### config.mk
export PLATFORM = sky130hd
export DESIGN_NAME = tmr_interval
export DESIGN_NICKNAME = d
export VERILOG_FILES = /design/src/rtl/tmr_pkg.sv /design/src/rtl/tmr_regs.sv /design/src/rtl/tmr_prescale.sv /design/src/rtl/tmr_count.sv /design/src/rtl/tmr_interval.sv
export SDC_FILE = /design/constraint.sdc
export NUM_CORES = 1
export LEC_CHECK = 0
export BUFFER_PORTS_ARGS = -buffer_cell sky130_fd_sc_hd__buf_2
export CAP_MARGIN = 20
export CORE_MARGIN = 5
export CORE_UTILIZATION = 50
export DETAILED_ROUTE_END_ITERATION = 10
export HOLD_SLACK_MARGIN = 0.03
export PLACE_DENSITY_LB_ADDON = 0.2
export SLEW_MARGIN = 20
export SYNTH_ARGS = -nofsm -noshare
export SYNTH_HDL_FRONTEND = slang
export SYNTH_SLANG_ARGS = --single-unit
### constraint.sdc
create_clock -name clk -period 4.03 [get_ports clk]
set_input_delay 0.2015 -clock clk [delete_from_list [all_inputs] [get_ports clk]]
set_output_delay 0.2015 -clock clk [all_outputs]
set_load 0.05 [all_outputs]
### src/rtl/tmr_pkg.sv
package tmr_pkg;

  // width able to hold 0 .. n-1, never below one bit
  function automatic int unsigned idx_w(input int unsigned n);
    return (n <= 1) ? 1 : $clog2(n);
  endfunction

  // write gate: protection off accepts everything
  function automatic logic write_allowed(input logic protect_en, input logic priv);
    return !protect_en || priv;
  endfunction

  // down-counter expiry test
  function automatic logic expired(input logic [7:0] cnt);
    return cnt == 8'd0;
  endfunction

endpackage

### src/rtl/tmr_regs.sv
module tmr_regs #(
  parameter int DATA_W        = 8,
  parameter int ADDR_W        = 2,
  parameter int REG_ADDR      = 0,
  parameter bit WRITE_PROTECT = 1'b1
) (
  input  logic              clk,
  input  logic              rst,
  input  logic [ADDR_W-1:0] bus_addr,
  input  logic              bus_wr,
  input  logic [DATA_W-1:0] bus_wdata,
  input  logic              bus_rd,
  input  logic              priv_flag,
  output logic [DATA_W-1:0] interval_q,
  output logic              wr_accept,
  output logic [DATA_W-1:0] bus_rdata
);
  logic hit;

  assign hit       = bus_addr == ADDR_W'(REG_ADDR);
  assign wr_accept = bus_wr && hit && tmr_pkg::write_allowed(WRITE_PROTECT, priv_flag);

  always_ff @(posedge clk) begin
    if (rst)            interval_q <= '0;
    else if (wr_accept) interval_q <= bus_wdata;
  end

  always_comb begin
    bus_rdata = '0;
    if (bus_rd && hit) bus_rdata = interval_q;
  end

  // a miss on the address leaves the register alone
  a_r10_addr_miss: assert property (@(posedge clk) disable iff (rst)
    (bus_wr && !hit) |=> $stable(interval_q));

  generate
    if (WRITE_PROTECT) begin : g_prot_chk

      a_r7_unprivileged: assert property (@(posedge clk) disable iff (rst)
        (bus_wr && !priv_flag) |=> $stable(interval_q));
    end
  endgenerate
endmodule

### src/rtl/tmr_prescale.sv
module tmr_prescale #(
  parameter bit MS_EN     = 1'b0,
  parameter int US_PER_MS = 1000
) (
  input  logic clk,
  input  logic rst,
  input  logic restart,
  input  logic us_tick,
  output logic base_tick
);
  localparam int PW = tmr_pkg::idx_w(US_PER_MS);

  generate
    if (MS_EN) begin : g_ms
      logic [PW-1:0] pre_q;
      logic          wrap;

      assign wrap      = pre_q == PW'(US_PER_MS - 1);
      assign base_tick = us_tick && wrap;

      always_ff @(posedge clk) begin
        if (rst || restart) pre_q <= '0;
        else if (us_tick)   pre_q <= wrap ? '0 : pre_q + 1'b1;
      end

      // the phase stays inside one millisecond
      a_r9_phase_range: assert property (@(posedge clk) disable iff (rst)
        pre_q <= PW'(US_PER_MS - 1));
      // rewrite clears the phase
      a_r6_phase_clear: assert property (@(posedge clk) disable iff (rst)
        restart |=> pre_q == '0);
    end else begin : g_us
      logic unused_restart;
      assign unused_restart = restart;
      assign base_tick      = us_tick;
    end
  endgenerate
endmodule

### src/rtl/tmr_count.sv
module tmr_count #(
  parameter int DATA_W = 8
) (
  input  logic              clk,
  input  logic              rst,
  input  logic              load,
  input  logic [DATA_W-1:0] load_val,
  input  logic [DATA_W-1:0] reload_val,
  input  logic              base_tick,
  output logic [DATA_W-1:0] cnt_q,
  output logic              armed,
  output logic              irq
);
  logic hit_zero;
  assign hit_zero = tmr_pkg::expired(8'(cnt_q));

  always_ff @(posedge clk) begin
    if (rst) begin
      cnt_q <= '0;
      armed <= 1'b0;
      irq   <= 1'b0;
    end else if (load) begin
      cnt_q <= load_val;
      armed <= 1'b1;
      irq   <= 1'b0;
    end else begin
      irq <= 1'b0;
      if (armed && base_tick) begin
        if (hit_zero) begin
          cnt_q <= reload_val;
          irq   <= 1'b1;
        end else begin
          cnt_q <= cnt_q - 1'b1;
        end
      end
    end
  end


  a_r1_needs_arm: assert property (@(posedge clk) disable iff (rst)
    irq |-> $past(armed));

  a_r5_after_tick: assert property (@(posedge clk) disable iff (rst)
    irq |-> $past(base_tick));

  a_r3_reload: assert property (@(posedge clk) disable iff (rst)
    irq |-> cnt_q == reload_val);

  a_r6_restart: assert property (@(posedge clk) disable iff (rst)
    load |=> (cnt_q == $past(load_val) && !irq));
endmodule

### src/rtl/tmr_interval.sv
module tmr_interval #(
  parameter int DATA_W        = 8,
  parameter int ADDR_W        = 2,
  parameter int REG_ADDR      = 0,
  parameter bit MS_EN         = 1'b0,
  parameter int US_PER_MS     = 1000,
  parameter bit WRITE_PROTECT = 1'b1
) (
  input  logic              clk,
  input  logic              rst,
  input  logic              us_tick,
  input  logic              priv_flag,
  input  logic [ADDR_W-1:0] bus_addr,
  input  logic              bus_wr,
  input  logic [DATA_W-1:0] bus_wdata,
  input  logic              bus_rd,
  output logic [DATA_W-1:0] bus_rdata,
  output logic              irq_pulse
);
  logic [DATA_W-1:0] interval_q;
  logic [DATA_W-1:0] cnt_q;
  logic              wr_accept;
  logic              base_tick;
  logic              armed;

  tmr_regs #(
    .DATA_W(DATA_W), .ADDR_W(ADDR_W), .REG_ADDR(REG_ADDR), .WRITE_PROTECT(WRITE_PROTECT)
  ) u_regs (
    .clk(clk), .rst(rst), .bus_addr(bus_addr), .bus_wr(bus_wr), .bus_wdata(bus_wdata),
    .bus_rd(bus_rd), .priv_flag(priv_flag), .interval_q(interval_q),
    .wr_accept(wr_accept), .bus_rdata(bus_rdata)
  );

  tmr_prescale #(.MS_EN(MS_EN), .US_PER_MS(US_PER_MS)) u_pre (
    .clk(clk), .rst(rst), .restart(wr_accept), .us_tick(us_tick), .base_tick(base_tick)
  );

  tmr_count #(.DATA_W(DATA_W)) u_cnt (
    .clk(clk), .rst(rst), .load(wr_accept), .load_val(bus_wdata), .reload_val(interval_q),
    .base_tick(base_tick), .cnt_q(cnt_q), .armed(armed), .irq(irq_pulse)
  );

  // the pulse belongs to a single expiry
  a_r4_single_expiry: assert property (@(posedge clk) disable iff (rst)
    irq_pulse |-> $past(armed && base_tick && !wr_accept));
endmodule

[Yosys cells after proc, flatten, opt, wreduce, memory -nomap -nowiden]
Cells that the tools add are included.
Storage, ports and cells
  register bits after elaboration: 18
  input port bits: 16
  output and inout port bits: 9
  logic and storage cells: 19
Cells by class
  $add $sub $neg: 1
  mux-type cells: 5
  bitwise logic cells: 1
  reduce and logical (&&, ||, !) cells: 8
Operators by type and width (count)
  8-bit 2-to-1 mux: 4
  8-bit logical NOT: 1
  8-bit by 1-bit subtractor with 8-bit output, second input constant: 1
  1-bit logical AND: 4
  3-bit OR reduction: 1
  2-bit logical NOT: 1
  2-bit nonzero test: 1
  1-bit 2-to-1 mux: 1
  1-bit inverter: 1

[Depth between registers and ports, before layout]
Gate-level depths: netlist (run 1).
  depth in word-level cells: 4
  gate-level depth with buffers: 7
  depth with buffers taken out: 6

[Hierarchy]
Synthesis (run 1) repeated with hierarchy kept, for this count alone.
Second synthesis, totals
  cells, all modules: 126
  area, all modules: 1116.1 um2
Modules (own cells, without submodules)
  tmr_count: times used 1, cells an instance 81, area each 681.9 um2, sequential area each 200.2 um2
  tmr_regs: times used 1, cells an instance 44, area each 426.7 um2, sequential area each 160.2 um2
  tmr_prescale: times used 1, cells an instance 1, area each 7.5 um2, sequential area each 0.0 um2

[Least setup slack after synthesis (run 1)]
No wires, ideal clock.
  path type: register to register
  from: reg u_cnt.cnt_q[2]
  to: reg u_cnt.cnt_q[3]
  setup time: 115 ps
  arrival time: 1891 ps
  required time: 3915 ps
  path slack: 2025 ps
  cell stages (with the launch flop): 7
  buffers on the path: 2
  clock period less this slack: 2005 ps
  path through: dfxtp_1 or4_1 buf_2 or3_1 buf_6 mux2i_1 a2111oi_0
On the way
  cells in the longest elaborated chain, start to end: 4
  elaborated cells between the ends (all ways): 5
  classes of those cells: add/sub (1); mux (3); reduce/logical (1)
Ends and longest elaborated chain
  start, declared: RTL line tmr_count.sv:10  | output logic [DATA_W-1:0] cnt_q,
  start signal, assigned: RTL line tmr_count.sv:23  | cnt_q <= load_val;
  start signal, assigned: RTL line tmr_count.sv:30  | cnt_q <= reload_val;
  start signal, assigned: RTL line tmr_count.sv:33  | cnt_q <= cnt_q - 1'b1;
  8-bit by 1-bit subtractor with 8-bit output or 8-bit logical NOT (tied branches): RTL line tmr_count.sv:33, tmr_pkg.sv:15
  8-bit 2-to-1 mux *: RTL line tmr_count.sv:29  | if (hit_zero) begin
  8-bit 2-to-1 mux *: RTL line tmr_count.sv:28  | if (armed && base_tick) begin
  8-bit 2-to-1 mux *: RTL line tmr_count.sv:22  | end else if (load) begin
Every way passes the cells marked *; elsewhere a longest branch is shown, timed or not. The select of a mux whose other input is x is not followed.
A chain may end at the register's enable or synchronous reset.

[Worst setup path after layout (run 1)]
Ends and elaborated chain as after synthesis.

==> flow_summary.ini, run 1 <==
[run_status]
run_status = finished, final reports clean

[critical_path]
cp-start-kind = register
path_class = register to register
cp-end-kind = register
required_ns = 4.21
path_max_fanout = 7
crit_arrival_ns = 2.36

[route]
vias_per_cell = 5.773
drt_iter0_markers = 24
drc = 0
num_vias = 993
firstDrtPassIters = 4
routed_wl_mm = 2.574
detail-route-antenna-nets = 0
wl_per_cell_um = 14.97

[place]
portBuffers = 24
gp_congestion = 0.8992
place_area_um2 = 1129
post-place-ws_ns = 1.912
dp_hpwl_mm = 1.815
place_inst = 169

[layout]
n_antenna_cell = 0
nets = 165
area_growth_pct = 14.71
fin_util = 0.5928
stdcell_area_um2 = 1151
fill_cells = 183
fin_cells = 172
drive_gt1_frac = 0.2207

[cts]
root_buffer = clkbuf_4
cts_resized = 0
clk_latency_ns = 0.30
ctsLongestPathBuffers = 2
cts_sinks = 18
numCtsBuffers = 3
post_cts_buffers = 0
ctsHoldBuffers = 0
htreeDepth = 1
tritoncts = done
cts.clk_slew.worst_paths_ns = 0.09

[timing]
finalCriticalPeriod_ns = 2.179
rsz0062_at_grt = false
slew_viol_final = 0
post-route-period-util = 0.5406
fmax_mhz = 459.0
tns_ns = 0
setup_slack_ns = 1.851
setup_violations = 0
finalHoldViolations = 0
relSlewSlack = 0.5045
worstMarginPinSlew_ns = 0.7390
fin_worst_skew_ns = 0.005771
whs_ns = 0.1519

[die]
die_w_um = 54.80
core_area_um2 = 1942
initial_utilization = 0.5168
chipHeight_um = 54.80
ioPinCount = 25
die_area_um2 = 3003
rows = 16

[global_route]
overflow = 0
grt_usage = 0.1980
antenna_found_initial = 0
grt_max_degree = 19
grt_pass1_wl_mm = 4.250
first_global_vias = 928

[flow_run]
drv_cap = 0

[yosys]
synth_enable_flop_cells = 0
ys_warn_count = 0
syn_inst = 126
syn-num-nets = 144
synth_flop_cell = dfxtp_1
async_flop_share = 0
synthDistinctLibCells = 42
syn_area_per_cell_um2 = 7.964
synth_area_um2 = 1003
yosys_register_bits = 18
seq_area_frac_synth = 0.3591

[min_path]
min_path_type = input port to register

[power_and_ir_drop]
max-vdd-ir-drop_uv = 198.7
fin_total_pwr_mw = 0.3359
power.density_nw_per_um2 = 291.8
p_leak_nw = 0.4469
## final cells by class
type | instances | area [µm²] | area share
inverter | 3 | 11.26 | 0.009783
sequential | 18 | 360.3 | 0.3130
tap | 27 | 33.78 | 0.02935
clock buffer | 3 | 22.52 | 0.01957
timing repair buffer | 25 | 127.6 | 0.1109
multi-input combinational | 96 | 595.6 | 0.5174
## routing by layer
metal  wire length (µm)  track usage
met5                  0            0
met4                 39      0.07884
met3                134      0.02452
met2               1171       0.3051
met1               1229       0.2759
## final timing paths
path                                     startpoint                           endpoint  slack [ns]  cells after the start
setup / recovery        u_cnt.cnt_q[2]$_SDFFE_PP0P_        u_cnt.cnt_q[3]$_SDFFE_PP0P_        1.85                      4
hold / removal                         bus_wdata[2]  u_regs.interval_q[2]$_SDFFE_PP0P_        0.15                      3
setup reg to reg        u_cnt.cnt_q[2]$_SDFFE_PP0P_        u_cnt.cnt_q[3]$_SDFFE_PP0P_        1.85                      4
hold reg to reg   u_regs.interval_q[4]$_SDFFE_PP0P_  u_regs.interval_q[4]$_SDFFE_PP0P_        0.48                      2
## synthesized netlist by cell type, drive strengths merged, types with 3 or more instances
master / count / area, µm²
nand2: 19 / 71.32
dfxtp: 18 / 360.4
a21oi: 12 / 60.06
nor2: 11 / 41.29
and2: 9 / 56.30
clkbuf: 6 / 22.52
buf: 3 / 20.01
inv: 3 / 11.26
mux2i: 3 / 30.03
nor3: 3 / 15.01
o211ai: 3 / 27.52
o21ai: 3 / 15.01
## cell families after synthesis
| group | count (synthesis) | share of synthesized area |
|---|---|---|
| AND/OR/NAND/NOR | 57 | 0.2980 |
| buffers and inverters | 12 | 0.05360 |
| AO/OA/AOI/OAI | 32 | 0.2169 |
| XOR/XNOR | 2 | 0.01746 |
| flip-flops | 18 | 0.3591 |
| multiplexers | 3 | 0.02993 |
| adder cells (fa/ha/maj) | 2 | 0.02493 |
## cell usage in the layout, fill, tap and decap left out, drive strengths merged, types with 3 or more instances in the layout
master / instances
buf: 25
o21ai: 3
nor3: 3
and2: 9
a21oi: 12
nor2: 11
nand2: 19
inv: 3
dfxtp: 18
o211ai: 3
mux2i: 3
clkbuf: 3
## state kept, by name, indices dropped and copies added (netlist names)
signal and count:
u_cnt.cnt_q 8, u_cnt.armed 1, u_cnt.irq 1, u_regs.interval_q 8
## worst max-delay path, cell delays in order (launching register included)
cell and delay, ns:
dfxtp_1 0.36, or4_1 0.66, or3_1 0.52, mux2i_1 0.15, a2111oi_0 0.37
## where the power goes
group          total [mW]  switching (mW)  leakage, nW  internal, mW
logic              0.0580          0.0340        0.287        0.0241
registers           0.189         0.00598        0.146         0.183
clock network      0.0889          0.0541       0.0138        0.0348
total               0.336          0.0940        0.447         0.242
(Power assumes the default switching activity.)
==> inputs of run 2 (changes only) <==
--- a/config.mk
+++ b/config.mk
@@ -5,10 +5,11 @@
 export SDC_FILE = /design/constraint.sdc
 export NUM_CORES = 1
 export LEC_CHECK = 0
+export ABC_AREA = 1
 export BUFFER_PORTS_ARGS = -buffer_cell sky130_fd_sc_hd__buf_2
 export CAP_MARGIN = 20
 export CORE_MARGIN = 5
-export CORE_UTILIZATION = 50
+export CORE_UTILIZATION = 47
 export DETAILED_ROUTE_END_ITERATION = 10
 export HOLD_SLACK_MARGIN = 0.03
 export PLACE_DENSITY_LB_ADDON = 0.2
==> constraint.sdc (replaced) <==
create_clock -name clk -period 1.8 [get_ports clk]
set_input_delay 0.09 -clock clk [delete_from_list [all_inputs] [get_ports clk]]
set_output_delay 0.09 -clock clk [all_outputs]
set_load 0.05 [all_outputs]
==> run 2 against run 1 <==
Via count is 6.0% higher. Clock skew fell by 0.0037 ns. Final cell count is 26% higher. Sequential power rose by 130%. Cell area up 6.0%. Sequential cell count unchanged. Core utilization fell by 3.6 points. Combinational power rose to 3.8 times the previous value. Setup slack worse by 1.4 ns. Synthesized cell count up 30%. Clock power rose by 120%. Critical endpoint unchanged.
==> flow_summary.ini, run 2 <==
[yosys]
synthAdderAreaFrac = 0.02331
seq_area_frac_synth = 0.3357
syn_area_per_cell_um2 = 6.546
synthMuxAreaShare = 0
syn-num-nets = 182
ys_warn_count = 0
synth_area_leaders = dfxtp_1 (34%), nand2_1 (10%), inv_1 (9.4%)
synthDistinctLibCells = 23
synth_flop_cell = dfxtp_1
yosys_register_bits = 18
synth_most_common_cell = nand2_1
syn_inst = 164
synth_top_family_by_area = simple AND/OR/NAND/NOR gates
async_flop_share = 0
synth_top_area_cell = dfxtp_1
synth-simple-area-share = 0.3147
synth_common_cells = nand2_1 (29), inv_1 (27), nor2_1 (25)
synth_top_area_frac = 0.3357
synth_enable_flop_cells = 0
synth_area_um2 = 1074
synth-compound-area-share = 0.1876
synth_xor_area_frac = 0

[timing]
finalHoldViolations = 0
post-route-period-util = 0.7631
worstMarginPinSlew_ns = 0.2967
relSlewSlack = 0.8017
tns_ns = 0
whs_ns = 0.06677
finalCriticalPeriod_ns = 1.374
slew_viol_final = 0
setup_violations = 0
rsz0062_at_grt = false
fin_worst_skew_ns = 0.002094
fmax_mhz = 728.1

[critical_path]
cpPeakStageDelay_ns = 0.39
required_ns = 1.99
path_cells = inv_1 -> ha_1 -> nand2_1 -> nor2_4 -> inv_2 -> nand3_1 -> a21oi_1 -> nor2_1
path_class = register to register
cpMaxStageDelayCell = dfxtp_1
cp-end-kind = register
path_max_fanout = 9
path_delay_family = flip-flops
cp-start-kind = register
crit_arrival_ns = 1.56
worst-path-buf-inv = 2

[layout]
nets = 208
drive_gt1_frac = 0.2234
mostFrequentLayoutCells = nand2_1 (29), inv_1 (27), nor2_1 (25), buf_2 (24), dfxtp_1 (18)
reg_top3 = u_cnt.cnt_q (8), u_regs.interval_q (8)
n_antenna_cell = 0
area_growth_pct = 13.64
fill_cells = 233
layout_commonest_cell = nand2_1

[route]
detail-route-antenna-nets = 0
vias_per_cell = 4.875
drc = 0
wl_per_cell_um = 11.12
num_vias = 1053
drt_iter0_markers = 25
routed_wl_mm = 2.402
firstDrtPassIters = 4

[global_route]
grt_pass1_wl_mm = 4.388
grt_usage = 0.1625
first_global_vias = 1031
overflow = 0
grt_max_degree = 18
antenna_found_initial = 0

[die]
die_w_um = 57.79
rows = 17
die_area_um2 = 3340
ioPinCount = 25
chipHeight_um = 57.79
core_area_um2 = 2191
initial_utilization = 0.4900

[power_and_ir_drop]
p_int_mw = 0.5701
p_comb_frac = 0.262
max-vdd-ir-drop_uv = 517.5
seqPwrFrac = 0.507
clkPwrFrac = 0.231
fin_total_pwr_mw = 0.8404
switching_share = 0.3216
p_sw_mw = 0.2703
power.density_nw_per_um2 = 688.9
p_leak_nw = 0.5956

[cts]
cts_sinks = 18
numCtsBuffers = 3
ctsHoldBuffers = 0
clk_latency_ns = 0.28
htreeDepth = 1
root_buffer = clkbuf_4
post_cts_buffers = 0
tritoncts = done
cts_resized = 0
ctsLongestPathBuffers = 2
cts.clk_slew.worst_paths_ns = 0.10

[place]
gp_congestion = 0.8343
dp_hpwl_mm = 1.880
portBuffers = 24

[run_status]
run_status = finished, final reports clean

[min_path]
min_path_type = input port to register

[flow_run]
drv_cap = 0
-- run 2: changes by cell type after synthesis, sizes merged, moves of 3 or more --
cell    delta
o21ai     +14
o211ai     -3
a21oi      +6
nand2     +16
nand3      +8
inv       +27
nor3       -3
clkbuf     -6
mux2i      -3
nor2      +16
and2       -9
-- run 2: per-layer routing --
| layer | up-vias | wire length [µm] | track usage |
|---|---|---|---|
| met5 | - | 0 | 0 |
| met4 | 0 | 9 | 0.03974 |
| met3 | 2 | 139 | 0.02895 |
| met2 | 33 | 1141 | 0.2758 |
| met1 | 455 | 1112 | 0.2127 |
| li1 | 563 | - | - |
-- run 2: kinds of logic after synthesis --
group / count (synthesis)
AOI/OAI and AO/OA: 37
DFF: 18
buffers and inverters: 33
adders and majority gates: 2
and+or+nand+nor: 74
-- run 2: cell type report --
cell class                 instances  area (µm²)  area share
tap                               28       35.03     0.02872
multi-input combinational        113       564.3      0.4626
inverter                          30       117.6     0.09641
sequential                        18       360.3      0.2954
clock buffer                       3       22.52     0.01846
timing repair buffer              24       120.1     0.09846
-- run 2: final timing paths --
check | startpoint | end | slack, ns | depth (start not counted)
max reg2reg | u_cnt.cnt_q[0]$_SDFFE_PP0P_ | u_cnt.cnt_q[3]$_SDFFE_PP0P_ | 0.43 | 8
min reg2reg | u_regs.interval_q[6]$_SDFFE_PP0P_ | u_regs.interval_q[6]$_SDFFE_PP0P_ | 0.47 | 2
max | u_cnt.cnt_q[0]$_SDFFE_PP0P_ | u_cnt.cnt_q[3]$_SDFFE_PP0P_ | 0.43 | 8
min | bus_wdata[3] | u_regs.interval_q[3]$_SDFFE_PP0P_ | 0.07 | 3
-- run 2: worst register-to-register path: cells and delay by family, from the launching register on --
family          cells  cell delay, ns
compound gates      1            0.15
simple gates        4            0.30
fa+ha+maj           1            0.20
buf+inv             2            0.23
flops               1            0.39
-- run 2: through the flow --
step                      std cells  worst slack (ns)  instance area, µm²  utilization
after global placement          213            0.4987                1197       0.5465
after floorplan                 164            0.5937                1074            -
final                           216            0.4265                1220       0.5568
after global routing            216            0.2607                1220       0.5568
after detailed placement        213            0.4451                1197       0.5465
after CTS                       216            0.4243                1220       0.5568
-- run 2: power groups by stage --
stage	clock network, mW	registers, mW	logic [mW]
floorplan	0	0.431	0.171
global placement	0	0.434	0.217
detailed placement	0	0.435	0.219
CTS	0.197	0.426	0.220
global route	0.215	0.428	0.256
finish	0.194	0.426	0.220
==> inputs of run 3 (changes only) <==
--- a/config.mk
+++ b/config.mk
@@ -5,11 +5,11 @@
 export SDC_FILE = /design/constraint.sdc
 export NUM_CORES = 1
 export LEC_CHECK = 0
-export ABC_AREA = 1
+export ABC_AREA = 0
 export BUFFER_PORTS_ARGS = -buffer_cell sky130_fd_sc_hd__buf_2
 export CAP_MARGIN = 20
 export CORE_MARGIN = 5
-export CORE_UTILIZATION = 47
+export CORE_UTILIZATION = 50
 export DETAILED_ROUTE_END_ITERATION = 10
 export HOLD_SLACK_MARGIN = 0.03
 export PLACE_DENSITY_LB_ADDON = 0.2
==> constraint.sdc (replaced) <==
create_clock -name clk -period 1.4 [get_ports clk]
set_input_delay 0.07 -clock clk [delete_from_list [all_inputs] [get_ports clk]]
set_output_delay 0.07 -clock clk [all_outputs]
set_load 0.05 [all_outputs]
==> run 3 against run 2 <==
The run now ends with negative setup slack left. Global-route usage grew 8.2 points. Combinational power grew 28%. Register-to-register slack lost 0.87 ns. Critical path depth shrank 3. Die area shrank 10%. Clock skew grew 0.00051 ns. Critical endpoint is now u_cnt.cnt_q[0]$_SDFFE_PP0P_. Largest cell class unchanged. Highest routed layer unchanged.
==> flow_summary.ini, run 3 (synthesized netlist as in run 1, its figures left out) <==
[run_status]
run_status = finished, violations left
violations = negative setup slack

[route]
vias_per_cell = 5.633
num_vias = 1121
detail-route-antenna-nets = 0
drt_iter0_markers = 58
firstDrtPassIters = 4
drc = 0
routed_wl_mm = 3.167
wl_per_cell_um = 15.91

[timing]
slew_viol_final = 0
post-route-period-util = 1.315
finalHoldViolations = 0
fin_worst_skew_ns = 0.002606
setup_violations = 8
worstMarginPinSlew_ns = 0.3589
fmax_mhz = 543.1
tns_ns = -2.660
setup_slack_ns = -0.4412
relSlewSlack = 0.7608
finalCriticalPeriod_ns = 1.841
rsz0062_at_grt = true

[die]
core_area_um2 = 1942
initial_utilization = 0.5168
die_area_um2 = 3003
chipHeight_um = 54.80
ioPinCount = 25
rows = 16
die_w_um = 54.80

[cts]
cts_sinks = 18
tritoncts = done
post_cts_buffers = 0
cts.clk_slew.worst_paths_ns = 0.11
ctsLongestPathBuffers = 2
htreeDepth = 1
numCtsBuffers = 3
root_buffer = clkbuf_4
clk_latency_ns = 0.29

[global_route]
top_usage_layer = met2
first_global_vias = 1115
antenna_found_initial = 0
overflow = 0
grt_usage = 0.2442
grt_max_degree = 19
use_met2 = 0.3976
met1_usage = 0.3251
grtUsageMet3 = 0.04087
grt_pass1_wl_mm = 5.250

[critical_path]
crit_arrival_ns = 2.03
path_class = register to register
cpMaxStageDelayCell = or4_4
cp-end-kind = register
path_cells = or4_4 -> buf_6 -> nor4_1 -> o21ai_1 -> a311oi_1
path_max_fanout = 6
cp-start-kind = register
worst-path-buf-inv = 1
required_ns = 1.59
cpPeakStageDelay_ns = 0.54
path_delay_family = simple AND/OR/NAND/NOR gates

[layout]
reg_top3 = u_cnt.cnt_q (8), u_regs.interval_q (8)
layout_commonest_cell = buf_2
nets = 191
stdcell_area_um2 = 1439
area_growth_pct = 43.39
n_antenna_cell = 0
mostFrequentLayoutCells = buf_2 (24), nand2_1 (19), buf_4 (19), dfxtp_1 (14), a21oi_1 (12)
drive_gt1_frac = 0.3837

[place]
post-place-ws_ns = -0.4120
gp_congestion = 0.9855
dp_hpwl_mm = 2.116
place_area_um2 = 1286
portBuffers = 24

[power_and_ir_drop]
power.density_nw_per_um2 = 803.4
p_leak_nw = 0.6057
max-vdd-ir-drop_uv = 545.8

[flow_run]
drv_cap = 0

[min_path]
min_path_type = input port to register
==> run 3: where the power goes <==
group / leakage, nW / internal [mW] / switching [mW] / total [mW]
clock: 0.0210 / 0.158 / 0.177 / 0.335
combinational: 0.437 / 0.147 / 0.134 / 0.281
sequential: 0.148 / 0.528 / 0.0117 / 0.540
==> run 3: final timing paths <==
path | slack, ns | from | to | cells past startpoint
max | -0.44 | u_cnt.cnt_q[2]$_SDFFE_PP0P_ | u_cnt.cnt_q[0]$_SDFFE_PP0P_ | 5
min | 0.04 | bus_wdata[6] | u_regs.interval_q[6]$_SDFFE_PP0P_ | 3
max reg2reg | -0.44 | u_cnt.cnt_q[2]$_SDFFE_PP0P_ | u_cnt.cnt_q[0]$_SDFFE_PP0P_ | 5
min reg2reg | 0.48 | u_regs.interval_q[6]$_SDFFE_PP0P_ | u_regs.interval_q[6]$_SDFFE_PP0P_ | 2
==> run 3: cell type report <==
class | instances | area, µm²
Clock buffer | 4 | 36.28
Fill cell | 161 | 503.0
Inverter | 3 | 11.26
Multi-Input combinational cell | 96 | 645.6
Sequential cell | 18 | 365.4
Tap cell | 27 | 33.78
Timing Repair Buffer | 51 | 346.6
==> run 3: metrics by stage <==
step | total power, mW | hold slack (ns) | cells | util
floorplan | 0.6855 | 0.2060 | 126 | -
global placement | 0.7676 | 0.3221 | 190 | 0.6624
detailed placement | 0.7712 | 0.3293 | 190 | 0.6624
CTS | 1.128 | 0.04240 | 199 | 0.7326
global route | 1.206 | 0.04540 | 199 | 0.7410
finish | 1.156 | 0.03608 | 199 | 0.7410
==> run 3: per-layer routing <==
layer / vias to the layer above / wire length, µm
met5: - / 0
met3: 6 / 232
met1: 507 / 1329
met2: 63 / 1575
met4: 0 / 29
li1: 545 / -
==> run 3: worst register-to-register path: stages (launching register included) <==
cell,delay (ns)
dfxtp_2,0.35
or4_4,0.54
buf_6,0.15
nor4_1,0.28
o21ai_1,0.11
a311oi_1,0.31
==> run 3: timing repair <==
item | CTS | global route
endpoints found under the setup margin | 9 | 9
pin swaps | 6 | 4
hold endpoints to repair | 5 | 0
gates resized for setup | 12 | 7
hold buffers | 5 | 0
